File: config.mk
export PLATFORM = sky130hd
export DESIGN_NAME = obyte_alu
export DESIGN_NICKNAME = d
export VERILOG_FILES = /design/src/rtl/obyte_pkg.sv /design/src/rtl/obyte_shift.sv /design/src/rtl/obyte_arith.sv /design/src/rtl/obyte_alu.sv
export SDC_FILE = /design/constraint.sdc
export NUM_CORES = 1
export LEC_CHECK = 0
export ABC_AREA = 1
export BUFFER_PORTS_ARGS = -buffer_cell sky130_fd_sc_hd__buf_4
export CAP_MARGIN = 30
export CELL_PAD_IN_SITES_DETAIL_PLACEMENT = 0
export CELL_PAD_IN_SITES_GLOBAL_PLACEMENT = 1
export CORE_MARGIN = 8
export CORE_UTILIZATION = 34
export DETAILED_ROUTE_END_ITERATION = 12
export GPL_TIMING_DRIVEN = 0
export PLACE_DENSITY = 0.82
export SYNTH_ARGS = -nofsm -noshare
export SYNTH_HDL_FRONTEND = slang
export SYNTH_HIERARCHICAL = 1
export SYNTH_SLANG_ARGS = --single-unit
export TNS_END_PERCENT = 10
File: constraint.sdc
create_clock -name clk -period 1.76 [get_ports clk]
set_input_delay 0.352 -clock clk [delete_from_list [all_inputs] [get_ports clk]]
set_output_delay 0.352 -clock clk [all_outputs]
set_load 0.05 [all_outputs]
File: src/rtl/obyte_pkg.sv
package obyte_pkg;

  typedef enum logic [3:0] {
    UOP_NEG  = 4'h0,
    UOP_RSV1 = 4'h1,
    UOP_RSV2 = 4'h2,
    UOP_CPL  = 4'h3,
    UOP_SRL  = 4'h4,
    UOP_RSV5 = 4'h5,
    UOP_RRC  = 4'h6,
    UOP_SRA  = 4'h7,
    UOP_SLL  = 4'h8,
    UOP_RLC  = 4'h9,
    UOP_DEC  = 4'hA,
    UOP_RSVB = 4'hB,
    UOP_INC  = 4'hC,
    UOP_TNZ  = 4'hD,
    UOP_SWAP = 4'hE,
    UOP_CLR  = 4'hF
  } uop_e;

  typedef struct packed {
    logic c;
    logic v;
    logic n;
    logic z;
  } flags_t;

endpackage

File: src/rtl/obyte_shift.sv
module obyte_shift
  import obyte_pkg::*;
#(
  parameter int DW = 8
) (
  input  uop_e          op_i,
  input  logic [DW-1:0] a_i,
  input  logic          c_i,
  output logic [DW-1:0] res_o,
  output logic          c_o,
  output logic          hit_o
);
  localparam int HALF = DW / 2;
  localparam int MSB  = DW - 1;

  always_comb begin
    res_o = a_i;
    c_o   = c_i;
    hit_o = 1'b1;
    unique case (op_i)
      UOP_SRL:  begin res_o = {1'b0, a_i[MSB:1]};    c_o = a_i[0];   end
      UOP_RRC:  begin res_o = {c_i, a_i[MSB:1]};     c_o = a_i[0];   end
      UOP_SRA:  begin res_o = {a_i[MSB], a_i[MSB:1]}; c_o = a_i[0];  end
      UOP_SLL:  begin res_o = {a_i[MSB-1:0], 1'b0};  c_o = a_i[MSB]; end
      UOP_RLC:  begin res_o = {a_i[MSB-1:0], c_i};   c_o = a_i[MSB]; end
      UOP_SWAP: begin res_o = {a_i[HALF-1:0], a_i[MSB:HALF]};       end
      default:  hit_o = 1'b0;
    endcase
  end
endmodule

File: src/rtl/obyte_arith.sv
module obyte_arith
  import obyte_pkg::*;
#(
  parameter int DW = 8
) (
  input  uop_e          op_i,
  input  logic [DW-1:0] a_i,
  input  logic          c_i,
  input  logic          v_i,
  output logic [DW-1:0] res_o,
  output logic          c_o,
  output logic          v_o,
  output logic          hit_o
);
  localparam logic [DW-1:0] MIN_NEG = {1'b1, {(DW-1){1'b0}}};
  localparam logic [DW-1:0] MAX_POS = {1'b0, {(DW-1){1'b1}}};
  localparam logic [DW-1:0] ONE     = {{(DW-1){1'b0}}, 1'b1};

  always_comb begin
    res_o = a_i;
    c_o   = c_i;
    v_o   = v_i;
    hit_o = 1'b1;
    unique case (op_i)
      UOP_NEG: begin
        res_o = ~a_i + ONE;
        c_o   = |a_i;
        v_o   = (a_i == MIN_NEG);
      end
      UOP_CPL: begin
        res_o = ~a_i;
        c_o   = 1'b1;
      end
      UOP_DEC: begin
        res_o = a_i - ONE;
        v_o   = (a_i == MIN_NEG);
      end
      UOP_INC: begin
        res_o = a_i + ONE;
        v_o   = (a_i == MAX_POS);
      end
      UOP_CLR: res_o = '0;
      default: hit_o = 1'b0;
    endcase
  end
endmodule

File: src/rtl/obyte_alu.sv
module obyte_alu
  import obyte_pkg::*;
#(
  parameter int DW = 8
) (
  input  logic          clk,
  input  logic          rst,
  input  logic          in_valid,
  input  logic [3:0]    op,
  input  logic [DW-1:0] operand,
  input  logic          c_in,
  input  logic          v_in,
  input  logic          n_in,
  input  logic          z_in,
  output logic          out_valid,
  output logic [DW-1:0] result,
  output logic          c_out,
  output logic          v_out,
  output logic          n_out,
  output logic          z_out,
  output logic          wr_en,
  output logic          bad_op
);
  localparam int MSB = DW - 1;

  uop_e          uop;
  logic [DW-1:0] sh_res, ar_res, nxt_res;
  logic          sh_c, sh_hit, ar_c, ar_v, ar_hit;
  logic          nxt_wr, nxt_bad;
  flags_t        fl_in, nxt_fl;

  assign uop   = uop_e'(op);
  assign fl_in = '{c: c_in, v: v_in, n: n_in, z: z_in};

  obyte_shift #(.DW(DW)) shift_u (
    .op_i (uop),
    .a_i  (operand),
    .c_i  (c_in),
    .res_o(sh_res),
    .c_o  (sh_c),
    .hit_o(sh_hit)
  );

  obyte_arith #(.DW(DW)) arith_u (
    .op_i (uop),
    .a_i  (operand),
    .c_i  (c_in),
    .v_i  (v_in),
    .res_o(ar_res),
    .c_o  (ar_c),
    .v_o  (ar_v),
    .hit_o(ar_hit)
  );

  always_comb begin
    nxt_res = operand;
    nxt_fl  = fl_in;
    nxt_wr  = 1'b0;
    nxt_bad = 1'b0;
    if (sh_hit) begin
      nxt_res  = sh_res;
      nxt_fl.c = sh_c;
      nxt_wr   = 1'b1;
    end else if (ar_hit) begin
      nxt_res  = ar_res;
      nxt_fl.c = ar_c;
      nxt_fl.v = ar_v;
      nxt_wr   = 1'b1;
    end else if (uop != UOP_TNZ) begin
      nxt_bad = 1'b1;
    end
    if (!nxt_bad) begin
      nxt_fl.n = nxt_res[MSB];
      nxt_fl.z = (nxt_res == '0);
    end
  end

  always_ff @(posedge clk) begin
    if (rst) begin
      out_valid <= 1'b0;
      result    <= '0;
      c_out     <= 1'b0;
      v_out     <= 1'b0;
      n_out     <= 1'b0;
      z_out     <= 1'b0;
      wr_en     <= 1'b0;
      bad_op    <= 1'b0;
    end else begin
      out_valid <= in_valid;
      wr_en     <= in_valid & nxt_wr;
      bad_op    <= in_valid & nxt_bad;
      if (in_valid) begin
        result <= nxt_res;
        c_out  <= nxt_fl.c;
        v_out  <= nxt_fl.v;
        n_out  <= nxt_fl.n;
        z_out  <= nxt_fl.z;
      end
    end
  end
endmodule

==> flow_metrics.tcl, run 1 <==
set metrics [dict create \
    routed_wirelength_um 6740 \
    row_count 27 \
    fmax_mhz 518 \
    fp.dieW_um 91.8 \
    hold_path_depth 2 \
    portBuffers 33 \
    fin_worst_skew_ns 0 \
    worst_slack_ns -0.172 \
    r2r-start "z_out" \
    grt_pass1_wl_um 11700 \
    final_max_slew_viol_count 0 \
    dieArea_um2 8420 \
    hold_violations 0 \
    placedCellCount 457 \
    maxCapViolations 0 \
    n_antenna_cell 0 \
    worstHoldPathType "primary input to flip-flop" \
    grt_max_degree 12 \
    antenna_found_initial 0 \
    fp.dieH_um 91.8 \
    initial_core_util 0.352 \
    synthXorXnorAreaFrac 0.00449 \
    ant_nets 0 \
    syn_area_um2 1950 \
    crit_arrival_ns 2.07 \
    rsz0062_at_grt "true" \
    vias 2514 \
    synth-async-reset-ratio 0 \
    r2r_end "z_out" \
    synth_cells 352 \
    syn_avg_cell_area_um2 5.55 \
    yosys.area_share.simple 0.586 \
    ys_seq_elements 15 \
    muxShareOfSynthArea 0 \
    hpwl_um 4870 \
    violations "negative setup slack" \
    fin_crit_sh 1.10 \
    nets 432 \
    totalNegativeSetupSlack_ns -0.330 \
    synth_fa_ha_area_frac 0.0128 \
    first_pass_iters 5 \
    rr_worst_depth 2 \
    synthFlopType "dfxtp_1" \
    ys_seq_area_frac 0.154 \
    peakVddDrop_uv 299 \
    setup_viol 3 \
    status "finished with violations" \
    io_pins 34 \
    critPathCaptureType "flip-flop" \
    cts_tree "yes" \
    worst_pin_slew_ns 0.492 \
    ctsHtreeMaxLevel 1 \
    grt.busiest_layer "met2" \
    met3_usage 0.0220 \
    ys_types 30 \
    grtUsageMet1 0.215 \
    critPathKind "primary input to flip-flop" \
    fp.coreArea_um2 5540 \
    synth_top_family_by_area "simple AND/OR/NAND/NOR gates" \
    synth-edff-count 0 \
    use_met2 0.275 \
    synthTopCellsByArea "nand2_1 (18%), dfxtp_1 (15%), nand3_1 (15%)" \
    critical_path_required_ns 1.90 \
    yosysWarnings 6 \
    holdPathEnd "out_valid" \
    wl_per_cell_um 14.0 \
    gp_congestion 0.905 \
    tritoncts.num_buffers 3 \
    drive_gt1_frac 0.307 \
    clkLatencyLatePin_ns 0.24 \
    start_kind "primary input" \
    gr-usage-all-layers 0.164 \
    cts_sinks 15 \
    first_global_vias 2490 \
    hp-start "rst" \
    dp_slack_ns -0.568 \
    synth_largest_area_cell "nand2_1" \
    stdcell_count 482 \
    pwr_density_cell_nw_per_um2 511 \
    flow.area_growth_from_synthesis_pct 38.4 \
    clock_path_buffers 2 \
    drc_errors 0 \
    synth_nets 373 \
    overflow 0 \
    clkSlewWorstSetupHoldPaths_ns 0.06 \
    synth.most_common_cell "nand2_1" \
    relSlewSlack 0.672 \
    leakagePower_uw 0.00137 \
    r2r_slack_ns 1.09 \
    netlist.area_leader.share 0.177 \
    fin_crit_ns 1.93 \
    cts_root_buffer "clkbuf_8" \
    crit_fanout 5 \
    synth_commonest_cells "nand2_1 (92), nand3_1 (59), nor2_1 (44), inv_1 (35), o21ai_0 (21)" \
    viasPerCell 5.22 \
    drt_iter0_drc 220 \
    synth_compound_area_frac 0.120 \
]
cells by family (layout without fill, tap and decap cells):
group	after synthesis	after routing
compound gates	42	42
flops	15	15
buf+inv	54	112
simple gates	238	238
xor+xnor	1	1
fa+ha+maj	2	2
cell usage in the layout, fill, tap and decap left out, drive strengths merged:
master / netlist / layout
nand4: 12 / 12
a21oi: 9 / 9
clkbuf: 3 / 6
ha: 2 / 2
dfxtp: 15 / 15
inv: 43 / 43
a31oi: 2 / 2
o22ai: 2 / 2
clkinv: 1 / 2
nand3: 62 / 62
o21ai: 23 / 23
nor2: 53 / 53
o211ai: 5 / 5
nor3: 5 / 5
xor2: 1 / 1
buf: 7 / 61
a22oi: 1 / 1
nand2: 106 / 106
registers in the layout, indices dropped and copies added (netlist names):
name and cells:
bad_op 1, c_out 1, n_out 1, out_valid 1, result 8, v_out 1, wr_en 1, z_out 1
cell type report:
class | instances | area, um^2
Timing Repair Buffer | 54 | 469
Tap cell | 72 | 90.1
Fill cell | 617 | 2840
Inverter | 44 | 170
Multi-Input combinational cell | 283 | 1540
Sequential cell | 15 | 300
Clock buffer | 3 | 41.3
Clock inverter | 1 | 5.00
Buffer | 10 | 83.8
through the flow:
step	cell area, um^2	power (uW)	utilization	hold slack (ns)
6_report	2700	1380	0.488	0.290
3_5_place_dp	2290	1020	0.414	0.478
4_1_cts	2620	1360	0.473	0.285
5_1_grt	2700	1490	0.488	0.282
3_3_place_gp	2290	1010	0.414	0.469
2_1_floorplan	1960	814	-	0.424
metal layers:
| layer | up-vias | wire, um |
|---|---|---|
| met4 | 0 | 87 |
| met2 | 92 | 3190 |
| met5 | - | 0 |
| li1 | 1280 | - |
| met3 | 10 | 405 |
| met1 | 1132 | 3060 |
worst max path at each step:
| stage | startpoint | to | depth (start not counted) |
|---|---|---|---|
| detailed placement | op[0] | n_out | 17 |
| floorplan | op[1] | n_out | 17 |
| CTS | op[0] | n_out | 19 |
| global placement | op[0] | n_out | 17 |
| global route | op[1] | n_out | 19 |
| finish | op[1] | n_out | 19 |
repair_timing:
item | CTS | global route
endpoints found under the setup margin | 10 | 13
hold endpoints to repair | 0 | 0
buffers inserted | 16 | 3
pin swaps | 19 | 12
hold buffers | 0 | 0
cloned | 2 | 0
resized for setup | 34 | 16
worst max-delay path: stages:
cell      delay, ns
buf_12         0.11
nor2_4         0.18
buf_6          0.15
buf_6          0.13
nand3_2        0.08
nand2_2        0.09
nand2_2        0.05
nor2_2         0.11
nand3_2        0.08
nand3_2        0.08
nand3_2        0.06
nand3_2        0.07
nand2_2        0.05
nor2_2         0.10
nand2_1        0.09
o21ai_1        0.08
nand2_1        0.07
o211ai_1       0.10
inv_1          0.05
power breakdown:
| part | internal [uW] | switching, uW |
|---|---|---|
| registers | 368 | 13.0 |
| clock network | 157 | 119 |
| logic | 257 | 468 |
Note: power is estimated with default switching activity, not from simulation.
==> run 2: changes to the inputs <==
Settings changed: PLACE_DENSITY 0.82 to 0.79, REMOVE_ABC_BUFFERS from default to 1, TNS_END_PERCENT 10 to default.
==> run 2 against run 1 <==
The flow still finishes with violations (negative setup slack). Hold slack lost 0.010 ns. Combinational power increased by 3.6%. Total power increased by 1.7%. Fmax rose by 2.6%. Flip-flop and latch count unchanged. Highest routed layer unchanged. Wire length down 1.0%. Largest power group unchanged. Cell count fell by 1.0%. Critical endpoint is now z_out.
==> flow_metrics.tcl, run 2 (synthesis gave the netlist of run 1 again) <==
set metrics [dict create \
    gr-usage-all-layers 0.158 \
    p_sw_uw 612 \
    power_frac_seq 0.271 \
    worst_pin_slew_ns 0.332 \
    worstPathCellList "buf_12 > nor2_4 > buf_12 > nand2_8 > nand2_4 > nand2_4 > nor2_8 > nand3_1 > nand3_1 > nand3_2 > nand3_1 > nand2_1 > nor2_2 > nand2_1 > nor2_1 > nand3_1 > a21oi_2" \
    final_common_cell "nand2_1" \
    tritoncts.num_buffers 3 \
    fmax_mhz 531 \
    n_antenna_cell 0 \
    dpl_cell_area_um2 2220 \
    status "finished with violations" \
    hp-start "rst" \
    final_max_slew_viol_count 0 \
    critPathKind "primary input to flip-flop" \
    r2r_slack_ns 1.07 \
    critPathCaptureType "flip-flop" \
    routed_wirelength_um 6670 \
    wl_per_cell_um 14.0 \
    initial_core_util 0.352 \
    fillers 588 \
    fin_crit_sh 1.07 \
    io_pins 34 \
    row_count 27 \
    clkLatencyLatePin_ns 0.24 \
    clock_power_share 0.194 \
    rr_worst_depth 2 \
    cp_common_cell "nand3_1" \
    cts_root_buffer "clkbuf_8" \
    start_kind "primary input" \
    pwr_density_cell_nw_per_um2 512 \
    largest_register_ffs 8 \
    r2r-start "result[5]" \
    mostFrequentLayoutCells "nand2_1 (84), nand3_1 (48), buf_4 (48), nor2_1 (37), inv_1 (31)" \
    cpMaxStageDelayCell "nor2_8" \
    critical_path_required_ns 1.94 \
    holdWs_ns 0.280 \
    first_global_vias 2406 \
    leakagePower_uw 0.00139 \
    postCtsHoldBufs 0 \
    holdPathEnd "out_valid" \
    drive_gt1_frac 0.326 \
    fp.dieW_um 91.8 \
    peakVddDrop_uv 352 \
    fin_worst_skew_ns 0 \
    clkSlewWorstSetupHoldPaths_ns 0.06 \
    antenna_found_initial 0 \
    stdcell_area_um2 2750 \
    cts_tree "yes" \
    violations "negative setup slack" \
    largest-register "result" \
    worstHoldPathType "primary input to flip-flop" \
    fp.coreArea_um2 5540 \
    setup_viol 4 \
    clock_path_buffers 2 \
    worst_slack_ns -0.124 \
    cts_sinks 15 \
    nets 427 \
    swShare 0.436 \
    drt_iter0_drc 189 \
    crit_arrival_ns 2.07 \
    vias 2470 \
    pwr-share-comb 0.535 \
    hold_path_depth 2 \
    hpwl_um 4690 \
    fp.dieH_um 91.8 \
    ctsHtreeMaxLevel 1 \
    relSlewSlack 0.779 \
    grt_pass1_wl_um 11400 \
    portBuffers 33 \
    maxCapViolations 0 \
    gp_congestion 0.835 \
    first_pass_iters 4 \
    flow.area_growth_from_synthesis_pct 40.6 \
    grt_max_degree 23 \
    p_int_uw 792 \
    overflow 0 \
    viasPerCell 5.18 \
    ant_nets 0 \
    r2r_end "result[5]" \
    slowest_delay_ns 0.18 \
    fin_crit_ns 1.88 \
    hold_violations 0 \
    dieArea_um2 8420 \
    drc_errors 0 \
    crit_fanout 6 \
    rsz0062_at_grt "true" \
]
==> run 2: stage by stage <==
step / setup slack, ns / power [uW] / std cells / util / TNS [ns]
global route: -0.290 / 1510 / 477 / 0.495 / -1.01
finish: -0.124 / 1400 / 477 / 0.495 / -0.398
global placement: -0.798 / 995 / 447 / 0.400 / -7.23
detailed placement: -0.825 / 998 / 447 / 0.400 / -7.65
floorplan: -0.180 / 796 / 342 / - / -0.348
CTS: -0.124 / 1370 / 472 / 0.475 / -0.365
==> run 2: how the worst max path moves through the flow <==
| stage | start | slack (ns) | cells past startpoint | to |
|---|---|---|---|---|
| 3_3_place_gp | op[1] | -0.80 | 16 | z_out |
| 6_report | op[0] | -0.12 | 17 | z_out |
| 5_1_grt | op[3] | -0.29 | 17 | z_out |
| 2_1_floorplan | op[1] | -0.18 | 16 | n_out |
| 4_1_cts | op[0] | -0.12 | 19 | n_out |
| 3_5_place_dp | op[1] | -0.83 | 16 | z_out |
==> run 2: critical path, delay by kind of cell <==
kind | cells | cell delay, ns
and+or+nand+nor | 14 | 1.35
buffers and inverters | 2 | 0.26
AOI/OAI and AO/OA | 1 | 0.11
==> run 2: what timing repair did <==
item | CTS | global route
setup endpoints to repair | 14 | 11
pin swaps | 28 | 10
setup buffers | 18 | 7
cloned | 3 | 0
resized for setup | 44 | 23
==> run 2: power by group through the flow <==
stage | Clock, uW | Combinational, uW | Sequential (uW)
final | 273 | 751 | 381
after detailed placement | 0 | 611 | 388
after global placement | 0 | 608 | 387
after CTS | 279 | 711 | 380
after global routing | 300 | 825 | 384
after floorplan | 0 | 313 | 483
==> run 2: per-layer routing <==
| metal | share of wire | vias up | global-route usage |
|---|---|---|---|
| met5 | 0 | - | 0 |
| met4 | 0.0046 | 0 | 0.0228 |
| met3 | 0.057 | 4 | 0.0261 |
| met2 | 0.52 | 69 | 0.289 |
| met1 | 0.42 | 1123 | 0.193 |
| li1 | - | 1274 | - |
==> run 2: layout make-up <==
| cell class | instances | area [um^2] | area share |
|---|---|---|---|
| clock inverters | 1 | 5.00 | 0.00182 |
| multi-input cells | 285 | 1630 | 0.593 |
| inverters | 44 | 183 | 0.0665 |
| flip-flops and latches | 15 | 300 | 0.109 |
| well taps | 72 | 90.1 | 0.0328 |
| clock buffers | 3 | 41.3 | 0.0150 |
| repair buffers | 57 | 497 | 0.181 |
